File: src/rtl/srec_pkg.sv
package srec_pkg;
    typedef enum logic [2:0] {
        ST_IDLE,
        ST_PULSE_LO,
        ST_PULSE_HI,
        ST_STOP_SETUP,
        ST_STOP_HOLD,
        ST_STOP_RELEASE,
        ST_WAIT_CLEAR
    } srec_state_t;
endpackage

File: src/rtl/srec_sync.sv
module srec_sync #(
    parameter int WIDTH  = 2,
    parameter int STAGES = 2
) (
    input  logic             clk,
    input  logic             rst_n,
    input  logic [WIDTH-1:0] d_in,
    output logic [WIDTH-1:0] d_out
);
    logic [STAGES-1:0] chain [WIDTH];

    for (genvar g = 0; g < WIDTH; g++) begin : g_bit
        always_ff @(posedge clk or negedge rst_n) begin
            if (!rst_n) chain[g] <= '1;
            else        chain[g] <= {chain[g][STAGES-2:0], d_in[g]};
        end
        assign d_out[g] = chain[g][STAGES-1];
    end
endmodule

File: src/rtl/srec_stuck_timer.sv
module srec_stuck_timer #(
    parameter int TIMEOUT_CYC = 9_000_000
) (
    input  logic clk,
    input  logic rst_n,
    input  logic scl_s,
    input  logic sda_s,
    output logic stuck
);
    localparam int TW = $clog2(TIMEOUT_CYC + 1);

    logic [TW-1:0] cnt;
    logic          bus_idle;

    assign bus_idle = scl_s && sda_s;
    assign stuck    = (cnt == TW'(TIMEOUT_CYC));

    always_ff @(posedge clk or negedge rst_n) begin
        if (!rst_n)                      cnt <= '0;
        else if (bus_idle)               cnt <= '0;
        else if (cnt != TW'(TIMEOUT_CYC)) cnt <= cnt + 1'b1;
    end

    AST_IDLE_CLEARS_FAULT: assert property (@(posedge clk) disable iff (!rst_n)
        bus_idle |=> !stuck);
    AST_FAULT_NEEDS_LOW: assert property (@(posedge clk) disable iff (!rst_n)
        $rose(stuck) |-> $past(!bus_idle));
endmodule

File: src/rtl/srec_fsm.sv
module srec_fsm
    import srec_pkg::*;
#(
    parameter int HALF_CYC   = 1000,
    parameter int MAX_PULSES = 16
) (
    input  logic clk,
    input  logic rst_n,
    input  logic stuck,
    input  logic sda_s,
    input  logic rec_en,
    input  logic conn_en,
    output logic scl_pd,
    output logic sda_pd,
    output logic disc_req
);
    localparam int HW = $clog2(HALF_CYC + 1);
    localparam int PW = $clog2(MAX_PULSES + 1);

    srec_state_t   state, nxt;
    logic [HW-1:0] hcnt;
    logic [PW-1:0] pulses;
    logic          half_done, active, enabled;

    assign half_done = (hcnt == HW'(HALF_CYC - 1));
    assign enabled   = rec_en && conn_en;
    assign active    = (state != ST_IDLE) && (state != ST_WAIT_CLEAR);

    always_comb begin
        nxt = state;
        if (active && !enabled) begin
            nxt = ST_WAIT_CLEAR;
        end else begin
            unique case (state)
                ST_IDLE:         if (stuck && enabled) nxt = ST_PULSE_LO;
                ST_PULSE_LO:     if (half_done) nxt = ST_PULSE_HI;
                ST_PULSE_HI:     if (half_done)
                                     nxt = (sda_s || pulses == PW'(MAX_PULSES))
                                           ? ST_STOP_SETUP : ST_PULSE_LO;
                ST_STOP_SETUP:   if (half_done) nxt = ST_STOP_HOLD;
                ST_STOP_HOLD:    if (half_done) nxt = ST_STOP_RELEASE;
                ST_STOP_RELEASE: if (half_done) nxt = ST_WAIT_CLEAR;
                ST_WAIT_CLEAR:   if (!stuck) nxt = ST_IDLE;
                default:         nxt = ST_IDLE;
            endcase
        end
    end

    always_ff @(posedge clk or negedge rst_n) begin
        if (!rst_n) begin
            state  <= ST_IDLE;
            hcnt   <= '0;
            pulses <= '0;
        end else begin
            state <= nxt;
            if (nxt != state)    hcnt <= '0;
            else if (!half_done) hcnt <= hcnt + 1'b1;
            if (state == ST_IDLE)
                pulses <= '0;
            else if (state == ST_PULSE_LO && nxt == ST_PULSE_HI)
                pulses <= pulses + 1'b1;
        end
    end

    always_comb begin
        scl_pd   = 1'b0;
        sda_pd   = 1'b0;
        disc_req = stuck && rec_en;
        unique case (state)
            ST_IDLE:         ;
            ST_PULSE_LO:     begin scl_pd = 1'b1; disc_req = 1'b1; end
            ST_PULSE_HI:     disc_req = 1'b1;
            ST_STOP_SETUP:   begin scl_pd = 1'b1; sda_pd = 1'b1; disc_req = 1'b1; end
            ST_STOP_HOLD:    begin sda_pd = 1'b1; disc_req = 1'b1; end
            ST_STOP_RELEASE: disc_req = 1'b1;
            ST_WAIT_CLEAR:   disc_req = 1'b1;
            default:         ;
        endcase
    end

    AST_PULSE_CAP: assert property (@(posedge clk) disable iff (!rst_n)
        pulses <= PW'(MAX_PULSES));
    AST_CONN_LOW_RELEASES: assert property (@(posedge clk) disable iff (!rst_n)
        !conn_en |=> !scl_pd);
    AST_REC_LOW_NO_DRIVE: assert property (@(posedge clk) disable iff (!rst_n)
        !rec_en |=> (!scl_pd && !sda_pd));
    AST_STOP_DATA_UNDER_CLOCK: assert property (@(posedge clk) disable iff (!rst_n)
        $rose(sda_pd) |-> scl_pd);
    AST_STOP_CLOCK_FIRST: assert property (@(posedge clk) disable iff (!rst_n)
        $fell(sda_pd) |-> !scl_pd);
endmodule

File: src/rtl/stuck_bus_recovery.sv
module stuck_bus_recovery #(
    parameter int TIMEOUT_CYC = 9_000_000,
    parameter int HALF_CYC    = 1000,
    parameter int MAX_PULSES  = 16
) (
    input  logic clk,
    input  logic rst_n,
    input  logic scl_in,
    input  logic sda_in,
    input  logic rec_en,
    input  logic conn_en,
    output logic fault_n,
    output logic scl_pd,
    output logic sda_pd,
    output logic disc_req
);
    logic [1:0] lines_s;
    logic       stuck;

    srec_sync #(.WIDTH(2), .STAGES(2)) u_sync (
        .clk   (clk),
        .rst_n (rst_n),
        .d_in  ({scl_in, sda_in}),
        .d_out (lines_s)
    );

    srec_stuck_timer #(.TIMEOUT_CYC(TIMEOUT_CYC)) u_timer (
        .clk   (clk),
        .rst_n (rst_n),
        .scl_s (lines_s[1]),
        .sda_s (lines_s[0]),
        .stuck (stuck)
    );

    srec_fsm #(.HALF_CYC(HALF_CYC), .MAX_PULSES(MAX_PULSES)) u_fsm (
        .clk      (clk),
        .rst_n    (rst_n),
        .stuck    (stuck),
        .sda_s    (lines_s[0]),
        .rec_en   (rec_en),
        .conn_en  (conn_en),
        .scl_pd   (scl_pd),
        .sda_pd   (sda_pd),
        .disc_req (disc_req)
    );

    assign fault_n = !stuck;

    AST_PULL_IMPLIES_DISC: assert property (@(posedge clk) disable iff (!rst_n)
        (scl_pd || sda_pd) |-> disc_req);
    AST_FAULT_DISC: assert property (@(posedge clk) disable iff (!rst_n)
        (!fault_n && rec_en) |-> disc_req);
endmodule

File: config.mk
export PLATFORM = sky130hd
export DESIGN_NAME = stuck_bus_recovery
export DESIGN_NICKNAME = d
export VERILOG_FILES = /design/src/rtl/srec_pkg.sv /design/src/rtl/srec_sync.sv /design/src/rtl/srec_stuck_timer.sv /design/src/rtl/srec_fsm.sv /design/src/rtl/stuck_bus_recovery.sv
export SDC_FILE = /design/constraint.sdc
export NUM_CORES = 1
export LEC_CHECK = 0
export ABC_CLOCK_PERIOD_IN_PS = 2100
export BUFFER_PORTS_ARGS = -buffer_cell sky130_fd_sc_hd__buf_2
export CAP_MARGIN = 15
export CORE_MARGIN = 2
export CORE_UTILIZATION = 40
export CTS_BUF_LIST = sky130_fd_sc_hd__clkbuf_8
export CTS_CLUSTER_DIAMETER = 30
export DETAILED_ROUTE_END_ITERATION = 7
export GPL_TIMING_DRIVEN = 1
export PLACE_DENSITY_LB_ADDON = 0.12
export SYNTH_ARGS = -nofsm -noshare
export SYNTH_HDL_FRONTEND = slang
export SYNTH_HIERARCHICAL = 1
export SYNTH_SLANG_ARGS = --single-unit
File: constraint.sdc
create_clock -name clk -period 2.1 [get_ports clk]
set_input_delay 0.42 -clock clk [delete_from_list [all_inputs] [get_ports clk]]
set_output_delay 0.42 -clock clk [all_outputs]
set_load 0.02 [all_outputs]
==> summary.md <==
| Metric | Value |
|---|---|
| Status | `complete, but fails checks` |
| Failing checks | `negative setup slack` |
| Hpwl dp | `3.90 mm` |
| Drc violations | `0` |
| Synth cell count leaders | `42 x dfrtp_1, 23 x nor2_1, 17 x a21oi_1` |
| DRT Pass-1 Iters | `4` |
| Cell variety after synth | `47` |
| Cell at the slowest stage of the critical path | `or4_4` |
| GRT overflow | `0` |
| DRT iter0 DRCs | `56` |
| Final Instance Count excl. Fillers | `394` |
| Largest net degree at the start of global routing | `27` |
| Yosys reg bits | `46` |
| Worst EP required | `1.68 ns` |
| YS warnings | `6` |
| Met1 wire length | `2.82 mm` |
| Met3 WL post-DR | `121 um` |
| H-tree levels | `2` |
| Leak | `1.41 nW` |
| Post-synth top flop | `dfrtp_1` |
| Slowest stage delay, CP | `0.52 ns` |
| Fillers | `605` |
| Buffers on Ports | `9` |
| Worst setup SP type | `flop` |
| Aggregate global-route resource usage | `17.2%` |
| Worst path cell trace | `nand4b_1 -> or4_4 -> nor2_4 -> buf_6 -> nand2_2 -> o21ai_2 -> buf_6` |
| Root buf cell | `clkbuf_8` |
| PwrDens | `736 nW/um2` |
| Die span in x | `83.9 um` |
| Crit Path Category | `reg -> out` |
| Worst min-delay path category | `in -> async` |
| Placer Congestion | `0.831` |
| Share of post-route cells with drive strength above 1 | `27.8%` |
| Nets | `327` |
| Clock tree buffer depth | `2` |
| EDFF count, synth | `0` |
| Slew Limit Headroom | `52.2%` |
| Crit-path leading delay family | `simple AND/OR/NAND/NOR gates` |
| Post-synth net total | `277` |
| Setup violators final | `12` |
| Seq/Total Area, Yosys | `45.3%` |
| Max_cap viols | `0` |
| Core area | `6280 um2` |
| Synth top area share | `41.2%` |
| Clock sink total | `46` |
| First-pass GRT wire length | `9.94 mm` |
| Ports | `10` |
| Dominant cell type by area after synthesis | `dfrtp_1` |
| Worst vdd ir | `347 uV` |
| Vias in the first global route | `2132` |
| Final Critical Period | `2.29 ns` |
| RSZ-0062 raised after global routing | `true` |
| Die Y | `83.9 um` |
| Metal2 WL | `2.44 mm` |
| Maximum clock rate | `438 MHz` |
| Die ar. | `7040 um2` |
| Crit-path max FO | `3` |
| Site Rows | `29` |
| Worst EP arrival | `1.87 ns` |
| Mean post-synth cell area | `9.60 um2` |
| Clk pin slew, worst setup/hold paths | `0.08 ns` |
| Antenna-violating nets left | `0` |
| Worst setup margin | `-0.186 ns` |
| Syn Inst Count | `266` |
| Worst slew pin tran | `0.714 ns` |
| Final Hold Vio Count | `0` |
| Period utilization | `109%` |
| Final wirelength | `5.46 mm` |
| Max-slew violation count | `0` |
| Number of buffers created by CTS | `5` |
| Worst hold slack | `0.0783 ns` |
| Critical Path Most Common Cell | `buf_6` |
| Starting Density | `40.7%` |
| Routed vias | `2137` |
| Clock skew | `0.0110 ns` |
| Most frequent cell after synthesis | `dfrtp_1` |
| CP endpoint kind | `output pin` |
| Initial antenna violation count | `0` |
| CTS tree | `done` |
| Number of instances in the placed design | `382` |
| Via density | `5.42` |
| Synth Cell Area | `2550 um2` |
| Crit path buf inv count | `2` |
| Syn-to-layout area delta | `24.9%` |
| Routed len/inst | `13.8 um` |
| Highest metal used | `met4` |
| Clk Latency, worst-skew pair | `0.31 ns` |
| Fraction of registers with async set/reset | `100%` |
| Setup TNS | `-1.33 ns` |
| Antenna Cells | `0` |
| Top cells by area, synth | `dfrtp_1 41%, dfstp_2 4.1%, xnor2_1 3.8%, xor2_1 3.4%, nor2_1 3.4%` |
final cells by class:
class	count	area (um2)	share of cell area (%)
clock buffer	6	82.6	2.59
clock inverter	2	33.8	1.06
inverter	9	36.3	1.14
multi-input combinational	198	1330	41.8
sequential	46	1160	36.2
tap	77	96.3	3.02
timing repair buffer	56	452	14.2
metal layers:
layer,track usage [%],vias to the layer above
li1,-,1070
met1,25.1,1047
met2,26.2,14
met3,3.36,6
met4,4.84,0
met5,0,-
path summary, 6_finish.rpt:
path | to | from | cells past startpoint | slack, ns
worst max-delay path | disc_req | u_timer/cnt[20] | 7 | -0.19
worst min-delay path | u_timer/cnt[5] | rst_n | 1 | 0.08
worst max register to register | u_fsm/hcnt[2] | u_timer/cnt[20] | 8 | -0.11
worst min register to register | u_sync/d_out[0] | u_sync/chain[2] | 0 | 0.36
max in group asynchronous | u_timer/cnt[13] | rst_n | 2 | 1.51
min in group clk | u_sync/chain[2] | sda_in | 1 | 0.21
sequential cells by signal, summed over array words and instances (netlist names):
name	count
u_sync/d_out	2
u_fsm/hcnt	10
u_timer/cnt	24
u_fsm/state	3
u_fsm/pulses	5
u_sync/chain	2
power by group:
part / switching, W / internal, W
logic: 0.000361 / 0.000291
clock network: 0.000301 / 0.000383
registers: 0.0000487 / 0.000961
layout by cell type, fill, tap and decap left out, types with 3 or more instances in the layout:
cell      Yosys  final
nor2b_1       3      3
nand3_1      15     15
xnor2_1      11     11
and4_2        3      3
dfrtp_1      42     42
ha_1          5      5
a21oi_1      17     17
buf_6         2      3
o21ai_0      12     11
nand2b_1      3      3
buf_2         1      7
and3_1        5      5
and4_1        6      6
or3_1         8      8
nor4_1        7      6
nor3_1       12     12
xor2_1       10     10
clkbuf_8      0      6
nand2_1      13     12
dfstp_2       4      4
nor2_1       23     22
or4_1         6      4
nand4_1       9      9
o31ai_1       3      3
inv_1         8      9
buf_4         3     43
buf_12        0      3
cell families (layout without fill, tap and decap cells):
kind of cell             after synthesis  after routing  share of synthesized area [%]
AND/OR/NAND/NOR                      126            126                           29.3
buffers and inverters                 22             73                           4.46
multiplexers                           3              3                           1.22
adder cells (fa/ha/maj)                5              5                           2.45
flip-flops                            46             46                           45.3
XOR/XNOR                              21             21                           7.20
AO/OA/AOI/OAI                         43             43                           10.0
worst register-to-register path: cells and delay by family (launching register included):
family	cells	cell delay, ns
flops	1	0.38
simple gates	6	1.41
compound gates	1	0.16
buf+inv	1	0.14
per-stage QoR:
stage	instance area (um2)	setup slack (ns)	utilization, %	power (W)
after global routing	3190	-0.278	50.8	0.00250
after floorplan	2580	-0.0750	-	0.00141
after CTS	3150	-0.259	50.2	0.00236
after detailed placement	2990	-0.149	47.6	0.00165
after global placement	2990	-0.174	47.6	0.00165
final	3190	-0.186	50.8	0.00235
timing repair:
action,in CTS,in global routing
endpoints found under the setup margin,12,13
resized for setup,6,5
pin swaps,2,4
hold buffers,0,0
buffers inserted,3,1
No activity file was read; power rests on OpenSTA's default activity.
